--- config.mk ---
export PLATFORM = sky130hd
export DESIGN_NAME = stereo_frame_tx
export DESIGN_NICKNAME = d
export VERILOG_FILES = /design/src/rtl/stx_pkg.sv /design/src/rtl/stx_clkgen.sv /design/src/rtl/stx_holdreg.sv /design/src/rtl/stx_shifter.sv /design/src/rtl/stereo_frame_tx.sv
export SDC_FILE = /design/constraint.sdc
export NUM_CORES = 1
export LEC_CHECK = 0
export ABC_AREA = 1
export BUFFER_PORTS_ARGS = -buffer_cell sky130_fd_sc_hd__buf_2
export CELL_PAD_IN_SITES_DETAIL_PLACEMENT = 1
export CELL_PAD_IN_SITES_GLOBAL_PLACEMENT = 2
export CORE_ASPECT_RATIO = 1.2
export CORE_MARGIN = 5
export CORE_UTILIZATION = 34
export CTS_CLUSTER_DIAMETER = 120
export CTS_CLUSTER_SIZE = 16
export DETAILED_ROUTE_END_ITERATION = 12
export PLACE_DENSITY = 0.84
export SLEW_MARGIN = 0
export SYNTH_ARGS = -nofsm -noshare
export SYNTH_HDL_FRONTEND = slang
export SYNTH_SLANG_ARGS = --single-unit
--- constraint.sdc ---
create_clock -name clk -period 1.6 [get_ports clk]
set_input_delay 0.08 -clock clk [delete_from_list [all_inputs] [get_ports clk]]
set_output_delay 0.08 -clock clk [all_outputs]
set_load 0.005 [all_outputs]
--- src/rtl/stx_pkg.sv ---
package stx_pkg;

  // Which half of a frame a bit belongs to; the word clock level follows it.
  typedef enum logic {
    HALF_RIGHT = 1'b0,
    HALF_LEFT  = 1'b1
  } stx_half_e;

  // Advance a bit index within a frame, wrapping at the frame length.
  function automatic int unsigned step_index(int unsigned idx, int unsigned frame_bits);
    return (idx + 1 >= frame_bits) ? 0 : idx + 1;
  endfunction

  // Half of the frame that bit index idx belongs to.
  function automatic stx_half_e half_of(int unsigned idx, int unsigned half_bits);
    return (idx < half_bits) ? HALF_LEFT : HALF_RIGHT;
  endfunction

  // Master-cycle count at which the bit clock goes high.
  function automatic int unsigned div_rise_point(int unsigned div);
    return div / 2 - 1;
  endfunction

endpackage

--- src/rtl/stx_clkgen.sv ---
module stx_clkgen
  import stx_pkg::*;
#(
  parameter int unsigned BCLK_DIV   = 4,
  parameter int unsigned FRAME_BITS = 64
) (
  input  logic clk,
  input  logic rst,
  output logic bclk_o,
  output logic wclk_o,
  output logic bit_fall_o,
  output logic frame_start_o
);

  localparam int unsigned DW        = $clog2(BCLK_DIV);
  localparam int unsigned IW        = $clog2(FRAME_BITS);
  localparam int unsigned HALF_BITS = FRAME_BITS / 2;
  localparam logic [DW-1:0] DIV_LAST = DW'(BCLK_DIV - 1);
  localparam logic [DW-1:0] RISE_AT  = DW'(div_rise_point(BCLK_DIV));
  localparam logic [IW-1:0] IDX_LAST = IW'(FRAME_BITS - 1);
  localparam logic [IW-1:0] IDX_HALF = IW'(HALF_BITS - 1);

  logic [DW-1:0] div_q;
  logic [IW-1:0] idx_q;
  logic [IW-1:0] idx_nx;
  logic          bit_rise;
  logic          bclk_q;
  logic          wclk_q;

  // Internal events, brought out as named wires.
  assign bit_rise      = (div_q == RISE_AT);
  assign bit_fall_o    = (div_q == DIV_LAST);
  assign idx_nx        = IW'(step_index(32'(idx_q), FRAME_BITS));
  assign frame_start_o = bit_fall_o && (idx_q == IDX_LAST);

  always_ff @(posedge clk) begin
    if (rst)             div_q <= '0;
    else if (bit_fall_o) div_q <= '0;
    else                 div_q <= div_q + 1'b1;
  end

  // The index rests on the last bit during reset, so the first fall starts bit 0.
  always_ff @(posedge clk) begin
    if (rst)             idx_q <= IDX_LAST;
    else if (bit_fall_o) idx_q <= idx_nx;
  end

  always_ff @(posedge clk) begin
    if (rst) begin
      bclk_q <= 1'b0;
      wclk_q <= 1'b0;
    end else begin
      if (bit_rise)        bclk_q <= 1'b1;
      else if (bit_fall_o) bclk_q <= 1'b0;
      if (bit_fall_o)      wclk_q <= (half_of(32'(idx_nx), HALF_BITS) == HALF_LEFT);
    end
  end

  assign bclk_o = bclk_q;
  assign wclk_o = wclk_q;

  p_fall_from_high_r1: assert property (@(posedge clk) disable iff (rst)
    bit_fall_o |-> bclk_q);
  p_rise_from_low_r1: assert property (@(posedge clk) disable iff (rst)
    bit_rise |-> !bclk_q);
  p_wclk_with_bfall_r2: assert property (@(posedge clk) disable iff (rst)
    !$stable(wclk_q) |-> $fell(bclk_q));
  p_left_at_start_r2: assert property (@(posedge clk) disable iff (rst)
    frame_start_o |=> wclk_q);
  p_right_after_half_r2: assert property (@(posedge clk) disable iff (rst)
    (bit_fall_o && idx_q == IDX_HALF) |=> !wclk_q);

endmodule

--- src/rtl/stx_holdreg.sv ---
module stx_holdreg #(
  parameter int unsigned FRAME_W = 64
) (
  input  logic               clk,
  input  logic               rst,
  input  logic               in_valid,
  input  logic [FRAME_W-1:0] in_frame,
  input  logic               take_i,
  output logic               ready_o,
  output logic               full_o,
  output logic [FRAME_W-1:0] frame_o
);

  logic               full_q;
  logic [FRAME_W-1:0] data_q;
  logic               accept;

  assign accept = in_valid && !full_q;

  always_ff @(posedge clk) begin
    if (rst)          full_q <= 1'b0;
    else if (accept)  full_q <= 1'b1;
    else if (take_i)  full_q <= 1'b0;
  end

  always_ff @(posedge clk) begin
    if (rst)         data_q <= '0;
    else if (accept) data_q <= in_frame;
  end

  assign ready_o = !full_q;
  assign full_o  = full_q;
  assign frame_o = data_q;

  p_ready_drops_r5: assert property (@(posedge clk) disable iff (rst)
    (in_valid && ready_o) |=> !ready_o);
  p_release_at_boundary_r6: assert property (@(posedge clk) disable iff (rst)
    $fell(full_q) |-> $past(take_i));
  p_ignore_when_full_r9: assert property (@(posedge clk) disable iff (rst)
    (in_valid && full_q) |=> $stable(data_q));

endmodule

--- src/rtl/stx_shifter.sv ---
module stx_shifter #(
  parameter int unsigned FRAME_W = 64
) (
  input  logic               clk,
  input  logic               rst,
  input  logic               shift_i,
  input  logic               load_i,
  input  logic               fresh_i,
  input  logic [FRAME_W-1:0] fresh_frame_i,
  output logic               sdata_o
);

  logic [FRAME_W-1:0] sr_q;
  logic [FRAME_W-1:0] replay_q;
  logic [FRAME_W-1:0] src;
  logic               data_q;

  // Frame chosen at a boundary: the waiting one, or the last one again.
  assign src = fresh_i ? fresh_frame_i : replay_q;

  always_ff @(posedge clk) begin
    if (rst) begin
      sr_q     <= '0;
      replay_q <= '0;
      data_q   <= 1'b0;
    end else if (load_i) begin
      data_q   <= src[FRAME_W-1];
      sr_q     <= {src[FRAME_W-2:0], 1'b0};
      replay_q <= src;
    end else if (shift_i) begin
      data_q <= sr_q[FRAME_W-1];
      sr_q   <= {sr_q[FRAME_W-2:0], 1'b0};
    end
  end

  assign sdata_o = data_q;

  p_replay_held_r7: assert property (@(posedge clk) disable iff (rst)
    (!load_i || !fresh_i) |=> $stable(replay_q));
  p_data_only_on_shift_r4: assert property (@(posedge clk) disable iff (rst)
    !$stable(data_q) |-> $past(shift_i));

endmodule

--- src/rtl/stereo_frame_tx.sv ---
module stereo_frame_tx #(
  parameter int unsigned SAMPLE_W = 24,
  parameter int unsigned PEAK_W   = 8,
  parameter int unsigned BCLK_DIV = 4
) (
  input  logic                clk,
  input  logic                rst,
  input  logic                in_valid,
  output logic                in_ready,
  input  logic [SAMPLE_W-1:0] in_left_smp,
  input  logic [PEAK_W-1:0]   in_left_pk,
  input  logic [SAMPLE_W-1:0] in_right_smp,
  input  logic [PEAK_W-1:0]   in_right_pk,
  output logic                bclk_o,
  output logic                wclk_o,
  output logic                sdata_o
);

  localparam int unsigned HALF_W  = SAMPLE_W + PEAK_W;
  localparam int unsigned FRAME_W = 2 * HALF_W;

  // Frame layout, top bit sent first: left sample, left peak, right sample, right peak.
  function automatic logic [FRAME_W-1:0] pack_frame(
    input logic [SAMPLE_W-1:0] ls, input logic [PEAK_W-1:0] lp,
    input logic [SAMPLE_W-1:0] rs, input logic [PEAK_W-1:0] rp);
    return {ls, lp, rs, rp};
  endfunction

  logic               bit_fall;
  logic               frame_start;
  logic               hold_full;
  logic [FRAME_W-1:0] in_frame;
  logic [FRAME_W-1:0] hold_frame;

  assign in_frame = pack_frame(in_left_smp, in_left_pk, in_right_smp, in_right_pk);

  stx_clkgen #(
    .BCLK_DIV  (BCLK_DIV),
    .FRAME_BITS(FRAME_W)
  ) u_clkgen (
    .clk          (clk),
    .rst          (rst),
    .bclk_o       (bclk_o),
    .wclk_o       (wclk_o),
    .bit_fall_o   (bit_fall),
    .frame_start_o(frame_start)
  );

  stx_holdreg #(
    .FRAME_W(FRAME_W)
  ) u_hold (
    .clk     (clk),
    .rst     (rst),
    .in_valid(in_valid),
    .in_frame(in_frame),
    .take_i  (frame_start),
    .ready_o (in_ready),
    .full_o  (hold_full),
    .frame_o (hold_frame)
  );

  stx_shifter #(
    .FRAME_W(FRAME_W)
  ) u_shift (
    .clk          (clk),
    .rst          (rst),
    .shift_i      (bit_fall),
    .load_i       (frame_start),
    .fresh_i      (hold_full),
    .fresh_frame_i(hold_frame),
    .sdata_o      (sdata_o)
  );

  p_sdata_on_bfall_r4: assert property (@(posedge clk) disable iff (rst)
    !$stable(sdata_o) |-> $fell(bclk_o));
  p_reset_quiet_r8: assert property (@(posedge clk)
    rst |=> (!bclk_o && !wclk_o && !sdata_o && in_ready));

endmodule

## Word-level counts from Yosys, hierarchy flattened

Cells that the tools add are included.

- Muxes and demuxes: 11
- Add/sub/neg operators: 2
- Reduce and logical (&&, ||, !) cells: 7
- Equality and inequality tests: 3
- Order comparisons: 2

Operators by type and width:

| kind | number |
|---|---|
| 2-to-1 mux 64 bit | 3 |
| adder 6 x 1 -> 7 bit (second input constant) | 1 |
| greater-or-equal comparator 7 bit (second input constant) | 1 |
| 2-to-1 mux 1 bit | 7 |
| equality test 6 bit (second input constant) | 1 |
| less-than comparator 6 bit (second input constant) | 1 |
| 2-to-1 mux 6 bit | 1 |
| nonzero test 2 bit | 3 |
| adder 2 x 1 -> 2 bit (second input constant) | 1 |
| equality test 2 x 1 -> 1 bit (second input constant) | 1 |
| equality test 2 bit (second input constant) | 1 |
| logical AND 1 bit | 2 |
| OR reduction 2 bit | 1 |
| logical NOT 1 bit | 1 |

- Register bits after elaboration: 203
- Output and inout bits: 4
- Word-level logic and storage cells: 34

## Logic depth before layout (Yosys ltp)

- Depth in word-level cells: 5
- Mapped depth: 8
- Gate-level depth less buffers: 8

## Hierarchy

A second synthesis with hierarchy kept.

- Cell total of the unflattened synthesis: 1434
- Area total of the unflattened synthesis: 9487.8 µm²

By module, submodules not included:

| module | cells each | sequential area each (µm²) | instances | area an instance (µm²) |
|---|---|---|---|---|
| stx_shifter | 956 | 2562.5 | 1 | 6271.0 |
| stx_holdreg | 419 | 1301.2 | 1 | 2765.2 |
| stx_clkgen | 59 | 200.2 | 1 | 451.7 |

## Least setup slack after synthesis

No wires, ideal clock.

- Path type: register to register
- Start: register u_clkgen.div_q[0]
- End: register u_shift.replay_q[55]
- Data required time: 1530 ps
- Buffers on the path: 3
- Stages on the path, launching flop included: 8
- Slack: 161 ps
- Arrival time: 1368 ps
- Path through: dfxtp_1 -> ha_1 -> buf_2 -> nand3_1 -> buf_2 -> buf_2 -> nand2_1 -> a21oi_1

- Cells in the longest elaborated chain, start to end: 2

RTL lines:

| element | line | text |
|---|---|---|
| start: declaration | stx_clkgen.sv:23 | `logic [DW-1:0] div_q;` |
| start signal: assignment | stx_clkgen.sv:39 | `else div_q <= div_q + 1'b1;` |
| equality test 2 bit | stx_clkgen.sv:32 | `assign bit_fall_o = (div_q == DIV_LAST);` |
| logical AND 1 bit | stx_clkgen.sv:34 | `assign frame_start_o = bit_fall_o && (idx_q == IDX_LAST);` |
| end signal: assignment | stx_shifter.sv:29 | `replay_q <= src;` |
| end: declaration | stx_shifter.sv:14 | `logic [FRAME_W-1:0] replay_q;` |

No other way between the ends.
A chain may end at the register's enable or synchronous reset.

## Worst setup path after layout

- Start: register u_hold.full_q, in the netlist u_hold.full_o
- End: output in_ready

- Cells in the longest elaborated chain, start to end: 1

RTL lines:

| element | line | text |
|---|---|---|
| start: declaration | stx_holdreg.sv:14 | `logic full_q;` |
| start signal: assignment | stx_holdreg.sv:21 | `if (rst) full_q <= 1'b0;` |
| start signal: assignment | stx_holdreg.sv:22 | `else if (accept) full_q <= 1'b1;` |
| start signal: assignment | stx_holdreg.sv:23 | `else if (take_i) full_q <= 1'b0;` |
| logical NOT 1 bit | stx_holdreg.sv:31 | `assign ready_o = !full_q;` |
| end: declaration | stereo_frame_tx.sv:9 | `output logic in_ready,` |

No other way between the ends.

==> impl_metrics.xml <==
<?xml version="1.0" encoding="UTF-8"?>
<metrics>
  <group name="status">
    <metric name="outcome" unit="">complete, no violations</metric>
  </group>
  <group name="timing">
    <metric name="fin_crit" unit="ns">1.50</metric>
    <metric name="timing.max_slew.rel_slack" unit="%">76.2</metric>
    <metric name="layout_worst_path_cycle_share" unit="%">93.5</metric>
    <metric name="clock-skew-final" unit="ns">0.0163</metric>
    <metric name="finalSetupViolCount" unit="">0</metric>
    <metric name="fmaxAchievable" unit="MHz">668</metric>
    <metric name="drv_slew" unit="">0</metric>
    <metric name="transition_time_of_the_tightest_slew_check_pin" unit="ns">0.357</metric>
    <metric name="finalHoldViolations" unit="">0</metric>
  </group>
  <group name="yosys">
    <metric name="async_flop_share" unit="%">0</metric>
    <metric name="area_leader_netlist" unit="">sky130_fd_sc_hd__dfxtp_1</metric>
    <metric name="count_of_yosys_warnings_during_synthesis" unit="">0</metric>
    <metric name="synthesis.nets" unit="">1178</metric>
    <metric name="synth-edff-count" unit="">0</metric>
    <metric name="ys_dominant_reg_cell" unit="">sky130_fd_sc_hd__dfxtp_1</metric>
    <metric name="netlist-cell-type-count" unit="">18</metric>
    <metric name="synth.yosys.seq_area_share" unit="%">51.1</metric>
    <metric name="synth.avg_cell_area" unit="um^2">7.18</metric>
    <metric name="ys_ff_latch" unit="">203</metric>
    <metric name="mappedNetlistArea" unit="um^2">7960</metric>
    <metric name="synth_area_leaders" unit="">sky130_fd_sc_hd__dfxtp_1 (51%), sky130_fd_sc_hd__nand2_1 (16%), sky130_fd_sc_hd__a21oi_1 (12%), sky130_fd_sc_hd__o21ai_0 (7.5%), sky130_fd_sc_hd__nor2_1 (6.6%)</metric>
    <metric name="cells_after_synthesis" unit="">1108</metric>
    <metric name="synth_top_cells_by_count" unit="">sky130_fd_sc_hd__nand2_1 (332), sky130_fd_sc_hd__dfxtp_1 (203), sky130_fd_sc_hd__a21oi_1 (191), sky130_fd_sc_hd__nor2_1 (139), sky130_fd_sc_hd__o21ai_0 (119)</metric>
    <metric name="synth_largest_type_area_fraction" unit="%">51.1</metric>
    <metric name="yosys.cell_count.top_type" unit="">sky130_fd_sc_hd__nand2_1</metric>
  </group>
  <group name="die">
    <metric name="die-area" unit="um^2">26600</metric>
    <metric name="die_height" unit="um">178</metric>
    <metric name="placementRows" unit="">61</metric>
    <metric name="start_util" unit="%">34.4</metric>
    <metric name="die-width" unit="um">150</metric>
    <metric name="core" unit="um^2">23100</metric>
    <metric name="floorplan.io_pins" unit="">71</metric>
  </group>
  <group name="min_path">
    <metric name="hp-class" unit="">input pin to flop</metric>
    <metric name="worst_hold_path.num_cells" unit="">3</metric>
  </group>
  <group name="critical_path">
    <metric name="critPathMaxFanout" unit="">31</metric>
    <metric name="r2r.worst_path.cells" unit="">6</metric>
    <metric name="r2r_setup_slack" unit="ns">0.10</metric>
    <metric name="critical_path_required" unit="ns">1.52</metric>
    <metric name="r2r-end" unit="">u_shift.replay_q[0]</metric>
    <metric name="critical_path_arrival" unit="ns">1.42</metric>
    <metric name="regToRegStartpoint" unit="">u_clkgen.idx_q[1]</metric>
    <metric name="worst_setup_path_startpoint" unit="">u_hold.full_o</metric>
    <metric name="setup.worst_path.end_class" unit="">primary output</metric>
    <metric name="crit_path_end" unit="">in_ready</metric>
    <metric name="critPathKind" unit="">flop to primary output</metric>
    <metric name="critical_path_startpoint_category" unit="">flop</metric>
  </group>
  <group name="layout">
    <metric name="stdcell_count" unit="">1521</metric>
    <metric name="area_growth" unit="%">23.1</metric>
    <metric name="nets" unit="">1276</metric>
    <metric name="utilization" unit="%">42.3</metric>
    <metric name="n_antenna_cell" unit="">0</metric>
    <metric name="layout-drive-gt1-share" unit="%">10.9</metric>
  </group>
  <group name="placed_design">
    <metric name="dp_cells" unit="">1439</metric>
    <metric name="place.detailed.hpwl" unit="um">13200</metric>
    <metric name="buffer_ports.inserted" unit="">70</metric>
    <metric name="gpl.final_weighted_congestion" unit="">0.733</metric>
  </group>
  <group name="clocking">
    <metric name="htreeDepth" unit="">1</metric>
    <metric name="cts_tree" unit="">yes</metric>
    <metric name="cts-root-buf" unit="">sky130_fd_sc_hd__clkbuf_16</metric>
    <metric name="cts.sinks" unit="">203</metric>
    <metric name="insertion_delay" unit="ns">0.47</metric>
    <metric name="postCtsSetupBuffers" unit="">0</metric>
    <metric name="worst_setup_hold_path_clk_slew" unit="ns">0.08</metric>
    <metric name="cts-root-to-sink-buffers" unit="">3</metric>
    <metric name="cts-buffers-inserted" unit="">16</metric>
  </group>
  <group name="global_routing">
    <metric name="via_count_of_the_first_global_routing_pass" unit="">7704</metric>
    <metric name="grt_start_max_net_pins" unit="">70</metric>
    <metric name="globalRouteTotalUtil" unit="%">16.5</metric>
    <metric name="grt_first_pass_wirelength" unit="um">36900</metric>
    <metric name="initial_antenna_violation_count" unit="">0</metric>
    <metric name="grt_remaining_overflow" unit="">0</metric>
  </group>
  <group name="detailed_routing">
    <metric name="dr.pass1.iters" unit="">4</metric>
    <metric name="drt-wirelength-per-cell" unit="um">14.5</metric>
    <metric name="routed_wire_length" unit="um">22000</metric>
    <metric name="drtIter0Drc" unit="">258</metric>
    <metric name="route.detailed.vias_per_inst" unit="">4.88</metric>
    <metric name="detail-route-antenna-nets" unit="">0</metric>
    <metric name="drc" unit="">0</metric>
    <metric name="vias" unit="">7422</metric>
  </group>
  <group name="job">
    <metric name="maxCapViolCount" unit="">0</metric>
  </group>
  <group name="power_and_ir_drop">
    <metric name="power_per_cell_area" unit="nW/um^2">1090</metric>
    <metric name="vdd_ir_drop_max" unit="uV">780</metric>
    <metric name="power.leakage" unit="nW">4.12</metric>
  </group>
</metrics>
==> routing by layer <==
| layer | part of all wire (%) | vias up | GRT usage, % | routed length [um] |
|---|---|---|---|---|
| met5 | 0 | - | 0 | 0 |
| met4 | 1.3 | 0 | 3.05 | 289 |
| met2 | 52 | 66 | 31.5 | 11500 |
| met1 | 44 | 3542 | 20.0 | 9680 |
| met3 | 2.6 | 26 | 1.89 | 569 |
| li1 | - | 3788 | - | - |
==> registers in the layout, summed over array words and instances, names as in the netlist <==
signal	flops
u_clkgen.bclk_o	1
u_shift.sdata_o	1
u_hold.frame_o	64
u_clkgen.wclk_o	1
u_clkgen.div_q	2
u_shift.sr_q	63
u_clkgen.idx_q	6
u_shift.replay_q	64
u_hold.full_o	1
==> metrics by stage <==
step	cell area [um^2]	setup slack [ns]	setup TNS (ns)	hold slack [ns]	total power (W)
floorplan	7960	0.161	0	0.229	0.00647
global placement	8700	0.172	0	0.317	0.00698
detailed placement	8700	0.0579	0	0.327	0.00702
CTS	9770	0.00139	0	0.0576	0.0108
global route	9790	-0.00240	-0.00240	0.0889	0.0112
finish	9790	0.104	0	0.0762	0.0107
==> final cells by class <==
class / instances / area (um^2)
Timing Repair Buffer: 163 / 1330
Sequential cell: 203 / 4070
Fill cell: 2846 / 13300
Tap cell: 315 / 394
Multi-Input combinational cell: 810 / 3520
Inverter: 12 / 47.5
Clock buffer: 17 / 425
Clock inverter: 1 / 7.51
==> worst min path at each step <==
stage,from,to
after floorplan,in_right_smp[16],u_hold.frame_o[24]
after global placement,in_left_smp[2],u_hold.frame_o[42]
after detailed placement,in_left_smp[2],u_hold.frame_o[42]
after CTS,rst,u_clkgen.idx_q[2]
after global routing,rst,u_clkgen.idx_q[2]
final,rst,u_clkgen.idx_q[2]
==> cell usage in the layout, fill, tap and decap left out, drive strengths merged <==
cell / count
o21bai: 1
o21ai: 133
clkinvlp: 1
nand3: 6
clkbuf: 17
a21oi: 191
inv: 12
nor3b: 2
buf: 99
nor3: 2
nor2: 139
ha: 3
and3: 1
nand2: 332
dlygate4sd3: 64
dfxtp: 203
==> report_power, final <==
part           total, W  internal, W  switching (W)
clock network   0.00365      0.00189        0.00176
registers       0.00550      0.00534       0.000156
logic           0.00152     0.000581       0.000936
==> worst max-delay path: stages, from the launching register on <==
cell and delay, ns:
sky130_fd_sc_hd__dfxtp_2 0.35, sky130_fd_sc_hd__inv_2 0.11, sky130_fd_sc_hd__buf_6 0.30, sky130_fd_sc_hd__buf_2 0.18
==> logic make-up after synthesis <==
kind of cell | Yosys count | share of synthesized area [%]
AOI/OAI and AO/OA | 325 | 20.5
buffers and inverters | 95 | 4.97
and+or+nand+nor | 482 | 23.0
adders and majority gates | 3 | 0.472
DFF | 203 | 51.1
==> timing repair <==
item                                    4_1_cts  5_1_grt
endpoints found under the setup margin        1      104
resized for setup                             1        5
pin swaps                                     0        0
hold endpoints to repair                     64        0
hold buffers                                 64        0
(Power assumes the default switching activity.)
